## config.mk

```make
export PLATFORM = sky130hd
export DESIGN_NAME = npc_unit
export DESIGN_NICKNAME = d
export VERILOG_FILES = /design/src/rtl/npc_pkg.sv /design/src/rtl/npc_rel_adder.sv /design/src/rtl/npc_cond_eval.sv /design/src/rtl/npc_ptr_target.sv /design/src/rtl/npc_unit.sv
export SDC_FILE = /design/constraint.sdc
export NUM_CORES = 1
export LEC_CHECK = 0
export ABC_AREA = 1
export ABC_CLOCK_PERIOD_IN_PS = 2200
export BUFFER_PORTS_ARGS = -buffer_cell sky130_fd_sc_hd__buf_2
export CAP_MARGIN = 10
export CORE_MARGIN = 2
export CORE_UTILIZATION = 28
export CTS_CLUSTER_DIAMETER = 120
export DETAILED_ROUTE_END_ITERATION = 8
export PLACE_DENSITY = 0.58
export SLEW_MARGIN = 40
export SYNTH_ARGS = -nofsm -noshare
export SYNTH_HDL_FRONTEND = slang
export SYNTH_SLANG_ARGS = --single-unit
```

## constraint.sdc

```tcl
create_clock -name clk -period 2.2 [get_ports clk]
set_clock_uncertainty 0.15 [all_clocks]
set_input_delay 0.11 -clock clk [delete_from_list [all_inputs] [get_ports clk]]
set_output_delay 0.11 -clock clk [all_outputs]
set_load 0.005 [all_outputs]
```

## src/rtl/npc_pkg.sv

```systemverilog
package npc_pkg;
  localparam int PC_W   = 22;
  localparam int PTR_W  = 16;
  localparam int SREG_W = 8;
  localparam int XC_W   = 2;
  localparam int OP_W   = 3;

  typedef enum logic [OP_W-1:0] {
    NPC_SEQ   = 3'd0,
    NPC_RJMP  = 3'd1,
    NPC_BRCH  = 3'd2,
    NPC_SKIP  = 3'd3,
    NPC_IJMP  = 3'd4,
    NPC_EIJMP = 3'd5
  } npc_op_e;
endpackage

```

## src/rtl/npc_rel_adder.sv

```systemverilog
module npc_rel_adder #(
  parameter int PC_W  = 22,
  parameter int OFS_W = 12
) (
  input  logic [PC_W-1:0]  base,
  input  logic [OFS_W-1:0] ofs,
  output logic [PC_W-1:0]  target
);
  localparam int PAD_W = PC_W - OFS_W;
  logic [PC_W-1:0] ofs_ext;

  always_comb begin
    ofs_ext = {{PAD_W{ofs[OFS_W-1]}}, ofs};
    target  = base + ofs_ext + PC_W'(1);
  end
endmodule

```

## src/rtl/npc_cond_eval.sv

```systemverilog
module npc_cond_eval #(
  parameter int SREG_W = 8
) (
  input  logic [SREG_W-1:0]         sreg,
  input  logic [$clog2(SREG_W)-1:0] bit_sel,
  input  logic                      want_clear,
  output logic                      taken
);
  logic picked;

  always_comb begin
    picked = sreg[bit_sel];
    taken  = picked ^ want_clear;
  end
endmodule

```

## src/rtl/npc_ptr_target.sv

```systemverilog
module npc_ptr_target #(
  parameter int PC_W  = 22,
  parameter int PTR_W = 16
) (
  input  logic [PTR_W-1:0]      ptr,
  input  logic [PC_W-PTR_W-1:0] ext,
  input  logic                  use_ext,
  output logic [PC_W-1:0]       target
);
  localparam int EXT_W = PC_W - PTR_W;

  always_comb begin
    target = {(use_ext ? ext : {EXT_W{1'b0}}), ptr};
  end
endmodule

```

## src/rtl/npc_unit.sv

```systemverilog
module npc_unit
  import npc_pkg::*;
(
  input  logic                    clk,
  input  logic                    rst,
  input  logic                    in_valid,
  input  logic [OP_W-1:0]         op,
  input  logic [PC_W-1:0]         cur_pc,
  input  logic [15:0]             instr,
  input  logic [SREG_W-1:0]       sreg,
  input  logic                    skip_hit,
  input  logic                    next_long,
  input  logic [PTR_W-1:0]        zptr,
  input  logic [PC_W-PTR_W-1:0]   ext_reg,
  output logic                    out_valid,
  output logic [PC_W-1:0]         npc,
  output logic [XC_W-1:0]         extra_cyc
);
  localparam int JMP_W = 12;
  localparam int BR_W  = 7;
  localparam int SEL_W = $clog2(SREG_W);

  npc_op_e         kind;
  logic [PC_W-1:0] seq_pc, jmp_pc, br_pc, skip_pc, ptr_pc;
  logic            br_taken;
  logic [PC_W-1:0] nxt_pc;
  logic [XC_W-1:0] nxt_xc;

  assign kind = npc_op_e'(op);

  npc_rel_adder #(.PC_W(PC_W), .OFS_W(JMP_W)) u_jmp (
    .base(cur_pc), .ofs(instr[JMP_W-1:0]), .target(jmp_pc));

  npc_rel_adder #(.PC_W(PC_W), .OFS_W(BR_W)) u_br (
    .base(cur_pc), .ofs(instr[3+BR_W-1:3]), .target(br_pc));

  npc_cond_eval #(.SREG_W(SREG_W)) u_cond (
    .sreg(sreg), .bit_sel(instr[SEL_W-1:0]), .want_clear(instr[10]),
    .taken(br_taken));

  npc_ptr_target #(.PC_W(PC_W), .PTR_W(PTR_W)) u_ptr (
    .ptr(zptr), .ext(ext_reg), .use_ext(kind == NPC_EIJMP), .target(ptr_pc));

  always_comb begin
    seq_pc  = cur_pc + PC_W'(1);
    skip_pc = cur_pc + (next_long ? PC_W'(3) : PC_W'(2));
    nxt_pc  = seq_pc;
    nxt_xc  = '0;
    case (kind)
      NPC_RJMP: begin nxt_pc = jmp_pc; nxt_xc = XC_W'(1); end
      NPC_BRCH: if (br_taken) begin nxt_pc = br_pc; nxt_xc = XC_W'(1); end
      NPC_SKIP: if (skip_hit) begin
        nxt_pc = skip_pc;
        nxt_xc = next_long ? XC_W'(2) : XC_W'(1);
      end
      NPC_IJMP, NPC_EIJMP: begin nxt_pc = ptr_pc; nxt_xc = XC_W'(1); end
      default: ;
    endcase
  end

  always_ff @(posedge clk) begin
    if (rst) begin
      out_valid <= 1'b0;
      npc       <= '0;
      extra_cyc <= '0;
    end else begin
      out_valid <= in_valid;
      if (in_valid) begin
        npc       <= nxt_pc;
        extra_cyc <= nxt_xc;
      end
    end
  end

  assert_strobe_R10: assert property (@(posedge clk) disable iff (rst)
    in_valid |=> out_valid);
  assert_idle_R10: assert property (@(posedge clk) disable iff (rst)
    !in_valid |=> (!out_valid && $stable(npc) && $stable(extra_cyc)));
  assert_seq_R2: assert property (@(posedge clk) disable iff (rst)
    (in_valid && op == 3'd0) |=> (npc == PC_W'($past(cur_pc) + PC_W'(1)) && extra_cyc == '0));
  assert_ijmp_R8: assert property (@(posedge clk) disable iff (rst)
    (in_valid && op == 3'd4) |=> (npc[PC_W-1:PTR_W] == '0 && npc[PTR_W-1:0] == $past(zptr)));
  assert_eijmp_R9: assert property (@(posedge clk) disable iff (rst)
    (in_valid && op == 3'd5) |=> (npc == {$past(ext_reg), $past(zptr)} && extra_cyc == XC_W'(1)));
  assert_noskip_R7: assert property (@(posedge clk) disable iff (rst)
    (in_valid && op == 3'd3 && !skip_hit) |=> (npc == PC_W'($past(cur_pc) + PC_W'(1)) && extra_cyc == '0));
  assert_brmiss_R5: assert property (@(posedge clk) disable iff (rst)
    (in_valid && op == 3'd2 && (sreg[instr[SEL_W-1:0]] == instr[10]))
      |=> (npc == PC_W'($past(cur_pc) + PC_W'(1)) && extra_cyc == '0));
endmodule

```

# == Yosys cells after proc, flatten, opt, wreduce, memory -nomap -nowiden ==
# Cells that the tools add are included.
# totals
output_inout_bits,25
elab_cells,29
reg_bits,25
inputBits,76
# classes
addsub,6
muxes,11
n_reduce_logical,2
order_cmp,1
n_bitwise,1
n_eq_ne,5
# op_table
operator,count
$pmux W22 S4,1
$add A22 B1 Y22 const B,3
$add A22 B22 Y22,2
$mux W22,2
$add A22 B2 Y22,1
$eq A3 B2 Y1 const B,2
$eq A3 B3 Y1 const B,2
$mux W6,1
$pmux W2 S3,1
$lt A3 B4 Y1 const B,1
$mux W2,2
$bmux W1 S3,1
$eq A3 B1 Y1 const B,1
$mux W1,3
$reduce_or A3 Y1,1
$reduce_or A2 Y1,1
$xor A1 B1 Y1,1

# == Longest topological paths before layout ==
# Gate-level depths: netlist of run 1.
# logic_depth
depth_word,5
ltp_mapped,17
depth_no_buf,17

# == Hierarchy ==
# From an unflattened synthesis of run 1, not the netlist that was laid out.
# hier_totals
cells_unflattened,1160
area_unflattened_um2,6074.6
# modules_own_cells
mod,cells_each,seq_area_each_um2,instances,area_each_um2
npc_unit,510,500.5,1,2788.9
npc_rel_adder (u_br),298,0.0,1,1522.7
npc_rel_adder (u_jmp),294,0.0,1,1466.4
npc_ptr_target,28,0.0,1,165.2
npc_cond_eval,30,0.0,1,131.4

# == Least setup slack after synthesis of run 1 ==
# Ideal clock, no wire load.
# synth_path
path_type,input port to flip-flop
startpoint,in cur_pc[0]
endpoint,reg npc[8]
required_time_ns,1.933
arrival_time_ns,1.740
path_slack_ns,0.193
setup_time_ns,0.117
path_stages,13
n_path_buf,0
path_cell_list,inv_1 > ha_1 > inv_1 > fa_1 > nand3_1 > nand3_1 > nand2_1 > nand3_1 > or2_2 > nand3_1 > nand4_1 > nor2_1 > nor2_1
# synth_via
elab_chain_cells,4
word_cells_on_any_way,9
cone_classes,add/sub: 6; mux: 3
# synth_lines
element,line_no,rtl
start: declaration,npc_unit.sv:8,"input logic [PC_W-1:0] cur_pc,"
$add A22 B22 Y22,npc_rel_adder.sv:14,target = base + ofs_ext + PC_W'(1);
$add A22 B1 Y22,npc_rel_adder.sv:14,
$mux W22,npc_unit.sv:51,NPC_BRCH: if (br_taken) begin nxt_pc = br_pc; nxt_xc = XC_W'(1); end
$pmux W22 S4 (*),npc_unit.sv:49,case (kind)
end signal: assignment,npc_unit.sv:69,npc <= nxt_pc;
end: declaration,npc_unit.sv:16,"output logic [PC_W-1:0] npc,"
# Every way passes the cells marked *; elsewhere a longest branch is shown, timed or not.
# A chain may end at the register's enable or synchronous reset.

# == Worst setup path in the final report of run 1 ==
# Same ends and word-level chain as after synthesis.

==> results of run 1 <==
## through the flow
stage / setup TNS, ps / hold WS (ps) / util [%]
after floorplan: 0 / 55.98 / -
after global placement: -691.9 / 206.3 / 35.43
after detailed placement: -1055 / 212.6 / 35.43
after CTS: 0 / 91.52 / 35.91
after global routing: 0 / 124.2 / 36.07
final: 0 / 88.25 / 36.07
## worst paths after layout
path,to,cells after the start,slack (ps)
setup / recovery,npc[8],14,140
hold / removal,npc[0],5,90
setup reg to reg,npc[8],2,1250
hold reg to reg,extra_cyc[0],2,320
## sequential cells by signal, summed over array words and instances (netlist names)
name,flops
npc,22
extra_cyc,2
out_valid,1
## cells by family after synthesis
| group | Yosys count |
|---|---|
| XOR/XNOR | 27 |
| buffers and inverters | 195 |
| flip-flops | 25 |
| AO/OA/AOI/OAI | 119 |
| adder cells (fa/ha/maj) | 46 |
| AND/OR/NAND/NOR | 719 |
## worst reg2reg max path, stage by stage (launching register included)
cell	delay, ps
dfxtp_1	340
o21ai_0	270
nor2_1	80
## Yosys cell counts (all sizes together) (8+ instances only)
cell type  count  area (sq um)
a21oi         61         354.1
nand2        427          1623
a22oi         12         135.1
nand3b        16         120.1
buf           11         71.32
nand4         19         118.9
inv          176         663.1
clkbuf         8         30.03
nor2         122         488.0
o21ai         22         110.1
xor2          22         192.7
dfxtp         25         500.5
nand3        121         633.1
ha            44         550.5
## routing by layer
layer  vias to the layer above  track usage (%)  part of all wire, %
li1                       3972                -                    -
met2                       250            36.15                   46
met1                      3440            29.34                   47
met3                        31            1.128                  5.6
met5                         -                0                    0
met4                         0            5.094                  1.9
## cell type report
type | count | area [sq um] | area share, %
Multi-Input combinational cell | 911 | 4707 | 62.27
Clock inverter | 1 | 5.005 | 0.06621
Tap cell | 275 | 344.1 | 4.552
Sequential cell | 25 | 500.5 | 6.621
Clock buffer | 3 | 75.07 | 0.9932
Inverter | 176 | 663.1 | 8.773
Antenna cell | 1 | 2.502 | 0.03311
Timing Repair Buffer | 199 | 1261 | 16.69
## power breakdown
part / switching [mW] / leakage (nW) / internal [mW]
combinational: 0.960 / 3.86 / 0.645
clock: 0.195 / 0.0409 / 0.247
sequential: 0.0219 / 0.206 / 0.486
total: 1.18 / 4.11 / 1.38
## layout by cell type (no fill, tap or decap), types with 3 or more instances in the layout
| cell type | instances |
|---|---|
| nand2_1 | 421 |
| inv_1 | 173 |
| nand3_1 | 114 |
| nor2_1 | 112 |
| buf_4 | 101 |
| buf_2 | 95 |
| a21oi_1 | 47 |
| ha_1 | 43 |
| dfxtp_1 | 25 |
| xor2_1 | 22 |
| nand4_1 | 19 |
| o21ai_0 | 17 |
| nand3b_1 | 16 |
| a21oi_2 | 14 |
| a22oi_2 | 9 |
| nor2_2 | 8 |
| nor3_1 | 6 |
| nand3_2 | 6 |
| o211ai_1 | 6 |
| nand2_2 | 5 |
| o21ai_1 | 5 |
| xnor2_1 | 5 |
| or2_2 | 5 |
| o21bai_1 | 4 |
| o21a_1 | 3 |
| a22oi_1 | 3 |
| clkbuf_16 | 3 |
## what timing repair did
item                                    4_1_cts  5_1_grt
endpoints found under the setup margin        0        6
hold buffers                                  2        0
hold endpoints to repair                      4        0
resized for setup                             0        8
==> results.md, run 1 <==
* Post-Synth Adder-Cell Area at 9.937%
* Post-CTS Setup Inserts at 0
* Number of synthesis warnings at 0
* Routed vias at 7,693
* Synth Area in Simple Gates at 51.54%
* Synth Area per Inst at 5.255 sq um
* CP endpoint kind: register
* Vias in the first global route at 7,107
* Post-synthesis register bit count at 25
* Number of I/O pins at 101
* Detailed-route wire length at 24.19 mm
* Filler cell count at 2,423
* Slowest CP cell: fa_1
* Maximum fanout along the worst path at 4
* Xor/xnor cell area share of the yosys netlist at 3.979%
* First-pass GRT wire length at 37.26 mm
* Fmax at 486.2 MHz
* Area Growth Syn to Fin at 27.18%
* TritonCTS clock tree: yes
* Post-route DRC at 0
* Clock transition at the registers of the reported paths at 70 ps
* Post-DRT Antenna Nets at 0
* Sink Count at 25
* PwrDens at 338.0 nW/um^2
* Die Wd at 149.7 um
* Vias per std cell at 4.835
* Post-layout instance count excluding filler cells at 1,591
* Full die area at 22,410 sq um
* Critical Path Start: cur_pc[0]
* Worst min path class: in2reg
* Synth Net Count at 1,253
* Endpoints failing setup at 0
* Max-Cap Viols at 0
* Largest net degree at the start of global routing at 34
* Nets at 1,438
* Synthesized cell area at 5943 sq um
* Cells after synthesis at 1,131
* GR Overflow Total at 0
* Most used DFF post-synth: dfxtp_1
* Worst Setup Path Type: in2reg
* Status: completed
* Netlist cell types at 46
* Largest family of logic cells by synthesized area: simple AND/OR/NAND/NOR gates
* Num CTS Buffers at 3
* Slew Limit Fails at 0
* GPL Wtd Cong at 0.9503
* Critical path buffers and inverters at 3
* Die Ht at 149.7 um
* DRT iter0 DRCs at 561
* Portion of netlist area occupied by mux cells at 0%
* Rows at 53
* Number of cells after detailed placement at 1,584
* Hold Path Origin: zptr[0]
* Final hold violations at 0
* Async SR Flop Fraction at 0%
* DR WL/cell at 15.20 um
* Pwr Total at 2.554 mW
* Synth Area in Compound Gates at 13.26%
* Worst slack, placed at -181.6 ps
* Final Cycle Share at 93.49%
* Register area share after synthesis at 8.421%
* Root Buffer: clkbuf_16
* Post-layout instance area at 7559 sq um
* Crit path required time at 2200 ps
* Pleak at 4.108 nW
* Crit path DAT at 2060 ps
* H-tree depth at 1
* # port buffers at 96
* RSZ-0062 raised after global routing: no
* Slew @ Worst Pin at 616.4 ps
* EDFF count, synth at 0
* HPWL after DPL at 20.53 mm
* Share of layout cells above drive strength 1 at 19.62%
* CP cell instances: buf_2 > inv_1 > ha_1 > inv_1 > fa_1 > nand3_1 > nand3_2 > nand2_1 > nand3_2 > or2_2 > nand3_1 > nand4_1 > nor2_1 > nor2_1
* Total global routing track utilization at 21.21%
* Max-slew headroom at 58.86%
* Initial antenna violation count at 1
* VDD IR max at 293.6 uV
* Deepest clock path buffer count at 2
* Crit-path leading delay family: simple AND/OR/NAND/NOR gates
* Max incr delay on CP at 390 ps
* Initial cell density of the core at 28.36%
* Clock Latency Late Sink at 270 ps
* Critical Path Start Type: input pin
* Placed cell area at 7425 sq um
* Critical R2R Launch: npc[8]
* Min setup slack post-route at 143.3 ps
* CORE AREA at 20,960 sq um
* Crit path time final at 2057 ps
* TritonRoute pass-1 iters at 5
(Power assumes the default switching activity.)
==> run 2: changes to the inputs <==
--- a/config.mk
+++ b/config.mk
@@ -14,6 +14,7 @@
 export CTS_CLUSTER_DIAMETER = 120
 export DETAILED_ROUTE_END_ITERATION = 8
 export PLACE_DENSITY = 0.58
+export SETUP_SLACK_MARGIN = 0.5
 export SLEW_MARGIN = 40
 export SYNTH_ARGS = -nofsm -noshare
 export SYNTH_HDL_FRONTEND = slang
==> results.md, run 2 (synthesis results as in run 1) <==
* PwrDens at 322.6 nW/um^2
* Final Cycle Share at 81.01%
* Post-DRT Antenna Nets at 0
* Comb power frac at 67.5%
* TritonCTS clock tree: yes
* Met1 GRT Util at 27.65%
* DR WL/cell at 15.38 um
* Largest register FFs at 22
* HPWL after DPL at 20.40 mm
* FF-to-FF path depth at 2
* Max incr delay on CP at 350 ps
* Crit path required time at 2260 ps
* CP cell instances: buf_12 > inv_16 > ha_4 > inv_2 > fa_2 > nand3_2 > nand3_2 > buf_6 > nand4_1 > nand3_1 > nand2_1 > nand3_2 > nand3_2 > nand2_2 > a21oi_2
* CORE AREA at 20,960 sq um
* Slew Limit Fails at 0
* Rows at 53
* Min setup slack post-route at 417.7 ps
* Number of cells after detailed placement at 1,572
* Ant. Diodes at 0
* Pleak at 4.320 nW
* Slowest CP cell: fa_2
* Max-slew headroom at 60.00%
* Clock power frac at 14.7%
* Crit-path leading delay family: simple AND/OR/NAND/NOR gates
* Clock Latency Late Sink at 260 ps
* Total global routing track utilization at 21.53%
* Met3 usage at 0.9451%
* Fmax at 561.1 MHz
* Largest net degree at the start of global routing at 22
* Most frequent cells in the layout: nand2_1 (370), inv_1 (163), buf_4 (111), nand3_1 (89), buf_2 (76)
* Critical path depth in cells at 15
* Final core occ at 42.03%
* Share of layout cells above drive strength 1 at 33.74%
* Maximum fanout along the worst path at 3
* Endpoints failing setup at 0
* Max-Cap Viols at 0
* Worst Setup Path Type: in2reg
* Worst min path class: in2reg
* FF-to-FF setup slack at 1310 ps
* Critical path buffers and inverters at 4
* Detailed-route wire length at 24.60 mm
* VDD IR max at 226.5 uV
* Sw frac at 45.43%
* GR Overflow Total at 0
* Slew @ Worst Pin at 599.4 ps
* Num CTS Buffers at 3
* Sink Count at 25
* Status: completed
* Pwr Total at 2.842 mW
* Initial cell density of the core at 28.36%
* Deepest clock path buffer count at 2
* CP dominant cell by count: nand3_2
* Most common cell after layout, fill and taps aside: nand2_1
* Initial antenna violation count at 0
* # port buffers at 96
* Clock transition at the registers of the reported paths at 70 ps
* Critical Path Start Type: input pin
* Die Ht at 149.7 um
* Nets at 1,448
* RSZ-0062 raised after global routing: yes
* Vias in the first global route at 7,465
* Power share of the sequential group at 17.8%
* Crit path DAT at 1840 ps
* Hold Crit Depth at 5
* Routed vias at 7,912
* Register with the most flip-flops: npc
* CP endpoint kind: register
* GPL Wtd Cong at 0.9320
* TritonRoute pass-1 iters at 5
* P_sw at 1.291 mW
* First-pass GRT wire length at 37.93 mm
* Worst slack, placed at -89.38 ps
* H-tree depth at 1
* Largest regs: npc (22), extra_cyc (2), out_valid (1)
* Area Growth Syn to Fin at 48.21%
* Internal power at 1.551 mW
* Final hold violations at 0
* GR Layer Usage met2 at 37.96%
* Die Wd at 149.7 um
* Number of I/O pins at 101
* Full die area at 22,410 sq um
* Post-route DRC at 0
* Root Buffer: clkbuf_16
* Vias per std cell at 4.945
* Post-layout instance count excluding filler cells at 1,600
* Top Usage Layer GRT: met2
* Crit path time final at 1782 ps
* DRT iter0 DRCs at 436
## run 2: timing repair
action / in CTS / in global routing
buffers inserted: 3 / 19
gates resized for setup: 107 / 136
endpoints found under the setup margin: 19 / 19
endpoints found under the hold margin: 4 / 0
hold buffers: 2 / 0
pin swaps: 26 / 53
## run 2: worst min-delay path, delay by kind of cell
kind                   cells  cell delay (ps)
buffers and inverters      2              130
AO/OA/AOI/OAI              2              210
AND/OR/NAND/NOR            1               60
## run 2: layer usage
| metal | routed length, um | up-vias | part of all wire (%) |
|---|---|---|---|
| li1 | - | 4002 | - |
| met1 | 10630 | 3588 | 43 |
| met2 | 11650 | 263 | 47 |
| met3 | 1388 | 59 | 5.6 |
| met4 | 933 | 0 | 3.8 |
| met5 | 0 | - | 0 |
## run 2: power by group through the flow
stage / Sequential (mW) / Clock (mW) / Combinational (mW)
after floorplan: 0.517 / 0 / 0.949
after global placement: 0.515 / 0 / 1.53
after detailed placement: 0.516 / 0 / 1.54
after CTS: 0.505 / 0.427 / 1.71
after global routing: 0.508 / 0.446 / 2.11
final: 0.505 / 0.418 / 1.92
## run 2: area by class of cell
| type | instances | area, sq um |
|---|---|---|
| Tap cell | 275 | 344.1 |
| Sequential cell | 25 | 500.5 |
| Inverter | 176 | 689.4 |
| Clock inverter | 1 | 5.005 |
| Fill cell | 2269 | 12150 |
| Multi-Input combinational cell | 911 | 5752 |
| Clock buffer | 3 | 75.07 |
| Timing Repair Buffer | 209 | 1443 |
## run 2: final timing paths
kind,from,endpoint
worst max-delay path,cur_pc[0],npc[20]
worst min-delay path,zptr[0],npc[0]
worst max register to register,npc[12],npc[12]
worst min register to register,npc[2],npc[2]
## run 2: metrics by stage
step,cell area [sq um],hold WS [ps],TNS [ps]
finish,8808,120.5,0
global route,8808,129.3,0
CTS,8217,107.2,0
detailed placement,7442,233.9,-251.2
global placement,7442,232.5,-167.5
floorplan,6051,55.98,0
==> run 3: changes to the inputs <==
--- a/config.mk
+++ b/config.mk
@@ -5,15 +5,15 @@
 export SDC_FILE = /design/constraint.sdc
 export NUM_CORES = 1
 export LEC_CHECK = 0
-export ABC_AREA = 1
-export ABC_CLOCK_PERIOD_IN_PS = 2200
+export ABC_AREA = 0
+export ABC_CLOCK_PERIOD_IN_PS = 1500
 export BUFFER_PORTS_ARGS = -buffer_cell sky130_fd_sc_hd__buf_2
 export CAP_MARGIN = 10
 export CORE_MARGIN = 2
 export CORE_UTILIZATION = 28
 export CTS_CLUSTER_DIAMETER = 120
 export DETAILED_ROUTE_END_ITERATION = 8
-export PLACE_DENSITY = 0.58
+export PLACE_DENSITY = 0.61
 export SETUP_SLACK_MARGIN = 0.5
 export SLEW_MARGIN = 40
 export SYNTH_ARGS = -nofsm -noshare
==> constraint.sdc (replaced) <==
create_clock -name clk -period 1.5 [get_ports clk]
set_clock_uncertainty 0.15 [all_clocks]
set_input_delay 0.075 -clock clk [delete_from_list [all_inputs] [get_ports clk]]
set_output_delay 0.075 -clock clk [all_outputs]
set_load 0.005 [all_outputs]
==> results.md, run 3 <==
* Sink Count at 25
* FF-to-FF setup slack at 480 ps
* CP cell instances: buf_12 > inv_16 > ha_4 > inv_2 > fa_2 > a211oi_2 > o211ai_1 > nand2_1 > o31ai_4 > o41a_1 > buf_4 > xnor2_2 > o221ai_1 > nand2_1 > a21oi_2
* Root Buffer: clkbuf_16
* CP endpoint kind: register
* Hold Path Sink: npc[21]
* Die Wd at 129.9 um
* Post-DRT Antenna Nets at 0
* Most common cell after layout, fill and taps aside: buf_4
* Ant. Diodes at 0
* Register with the most flip-flops: npc
* Filler cell count at 1,543
* Final core occ at 48.18%
* Reg2reg end: npc[20]
* Post-layout instance area at 7571 sq um
* Worst slack, placed at -1387 ps
* Cells after synthesis at 602
* Max-Cap Viols at 0
* Critical path buffers and inverters at 4
* Pleak at 3.305 nW
* Largest regs: npc (22), extra_cyc (2), out_valid (1)
* Full die area at 16,870 sq um
* Final hold violations at 0
* HPWL after DPL at 15.02 mm
* Post-synth top area share at 12.40%
* GPL Wtd Cong at 0.9791
* Detailed-route wire length at 18.59 mm
* Min setup slack post-route at -937.9 ps
* Worst Setup Path Type: in2reg
* TritonRoute pass-1 iters at 6
* Clock transition at the registers of the reported paths at 80 ps
* Total Neg Setup Slack at -14,490 ps
* Num CTS Buffers at 3
* Initial antenna violation count at 0
* DR WL/cell at 16.81 um
* Vias per std cell at 5.235
* VDD IR max at 415.7 uV
* Placed cell area at 6803 sq um
* Rows at 46
* Worst min path class: in2reg
* Synthesized cell area at 4438 sq um
* Most used DFF post-synth: dfxtp_1
* Synth Area per Inst at 7.372 sq um
* Max incr delay on CP at 480 ps
* Hold Crit Depth at 3
* Critical Path Start Type: input pin
* Slowest CP cell: o41a_1
* Async SR Flop Fraction at 0%
* First-pass GRT wire length at 28.50 mm
* Area Growth Syn to Fin at 70.59%
* H-tree depth at 1
* EDFF count, synth at 0
* Most frequent cells in the layout: buf_4 (193), buf_2 (90), a21oi_1 (53), nand2_1 (48), nor2_1 (46)
* Leading cell type by number of instances after synthesis: a21oi_1
* Netlist cell types at 71
* # port buffers at 96
* Post-layout instance count excluding filler cells at 1,106
* Die Ht at 129.9 um
* Crit path required time at 1560 ps
* Synth Net Count at 724
* Final Cycle Share at 162.5%
* DRT iter0 DRCs at 430
* WHS at 67.52 ps
* RSZ-0062 raised after global routing: yes
* Crit path DAT at 2500 ps
* Register area share after synthesis at 11.28%
* Largest net degree at the start of global routing at 18
* Largest register FFs at 22
* Endpoints failing setup at 23
* Clock Latency Late Sink at 260 ps
* Status: finished with violations
* Largest area contributor in the netlist: ha_1
* Vias in the first global route at 5,400
* Failing checks: setup timing
* Critical R2R Launch: npc[20]
* Total global routing track utilization at 21.36%
* FF-to-FF path depth at 2
* Initial cell density of the core at 28.24%
* Nets at 1,013
* CP dominant cell by count: nand2_1
* Maximum fanout along the worst path at 3
* Number of synthesis warnings at 0
* Deepest clock path buffer count at 2
* PwrDens at 536.1 nW/um^2
* Crit path time final at 2438 ps
* Synth cell count leaders: a21oi_1 (67), nand2_1 (52), nor2_1 (51)
* Hold Path Origin: rst
* CORE AREA at 15,710 sq um
* Pwr Total at 4.059 mW
* Post-route DRC at 0
* Share of layout cells above drive strength 1 at 48.54%
* Slew Limit Fails at 0
* Max-slew headroom at 67.94%
* Post-synthesis register bit count at 25
* Area contributors post-synth: ha_1 (12%), dfxtp_1 (11%), xnor2_1 (7.7%)
* Routed vias at 5,790
* Number of I/O pins at 101
* Number of cells after detailed placement at 1,084
* Slew @ Worst Pin at 475.8 ps
* TritonCTS clock tree: yes
* Crit-path leading delay family: compound AO/OA/AOI/OAI gates
* GR Overflow Total at 0
* Fmax at 410.2 MHz
-- run 3: cell count changes after synthesis, sizes merged, moves of 13 or more --
cell,change
inv,-163
nand3b,-15
nor2,-69
clkbuf,+16
xnor2,+34
o21ai,+22
nand3,-101
and3,+13
a21o,+15
nand2,-375
-- run 3: worst reg2reg max path, delay by kind of cell (launching register included) --
kind | cells | cell delay (ps)
AOI/OAI and AO/OA | 2 | 420
DFF | 1 | 340
-- run 3: cells by family after synthesis --
family                     Yosys count  share of synthesized area, %
adders and majority gates           46                         13.31
buffers and inverters               44                         6.118
xor gates and xnor gates            73                         14.41
AOI/OAI and AO/OA                  215                         31.80
DFF                                 25                         11.28
muxes                                6                         2.086
and+or+nand+nor                    193                         21.00
-- run 3: how the worst max path moves through the flow --
stage                     slack [ps]       to      start  cells after the start
final                           -940  npc[16]  cur_pc[0]                     15
after detailed placement       -1390  npc[18]  cur_pc[0]                     14
after CTS                       -960  npc[18]  cur_pc[0]                     14
after global placement         -1340  npc[18]  cur_pc[0]                     14
after global routing           -1070  npc[18]  cur_pc[0]                     14
after floorplan                 -940  npc[18]  cur_pc[0]                     13
-- run 3: area by class of cell --
cell class	count	area (sq um)	area share [%]
Clock buffer	3	75.07	0.9916
Clock inverter	1	5.005	0.06610
Inverter	14	83.83	1.107
Multi-Input combinational cell	533	4323	57.10
Sequential cell	25	515.5	6.809
Tap cell	216	270.3	3.570
Timing Repair Buffer	314	2298	30.36
-- run 3: repair_timing --
| action | in CTS | in global routing |
|---|---|---|
| endpoints found under the setup margin | 29 | 32 |
| endpoints found under the hold margin | 6 | 2 |
| setup buffers | 10 | 4 |
| hold buffers | 1 | 3 |
| gates resized for setup | 96 | 25 |
| pin swaps | 51 | 26 |
-- run 3: per-layer routing --
layer | track usage, % | vias up | wire [um]
met3 | 1.681 | 26 | 1057
met1 | 29.93 | 2714 | 8417
met2 | 35.69 | 211 | 8764
li1 | - | 2839 | -
met5 | 0 | - | 0
met4 | 5.060 | 0 | 349
-- run 3: where the power goes --
group / total, mW / internal (mW) / switching, mW
registers: 0.756 / 0.720 / 0.0361
clock network: 0.656 / 0.362 / 0.294
logic: 2.65 / 1.34 / 1.31
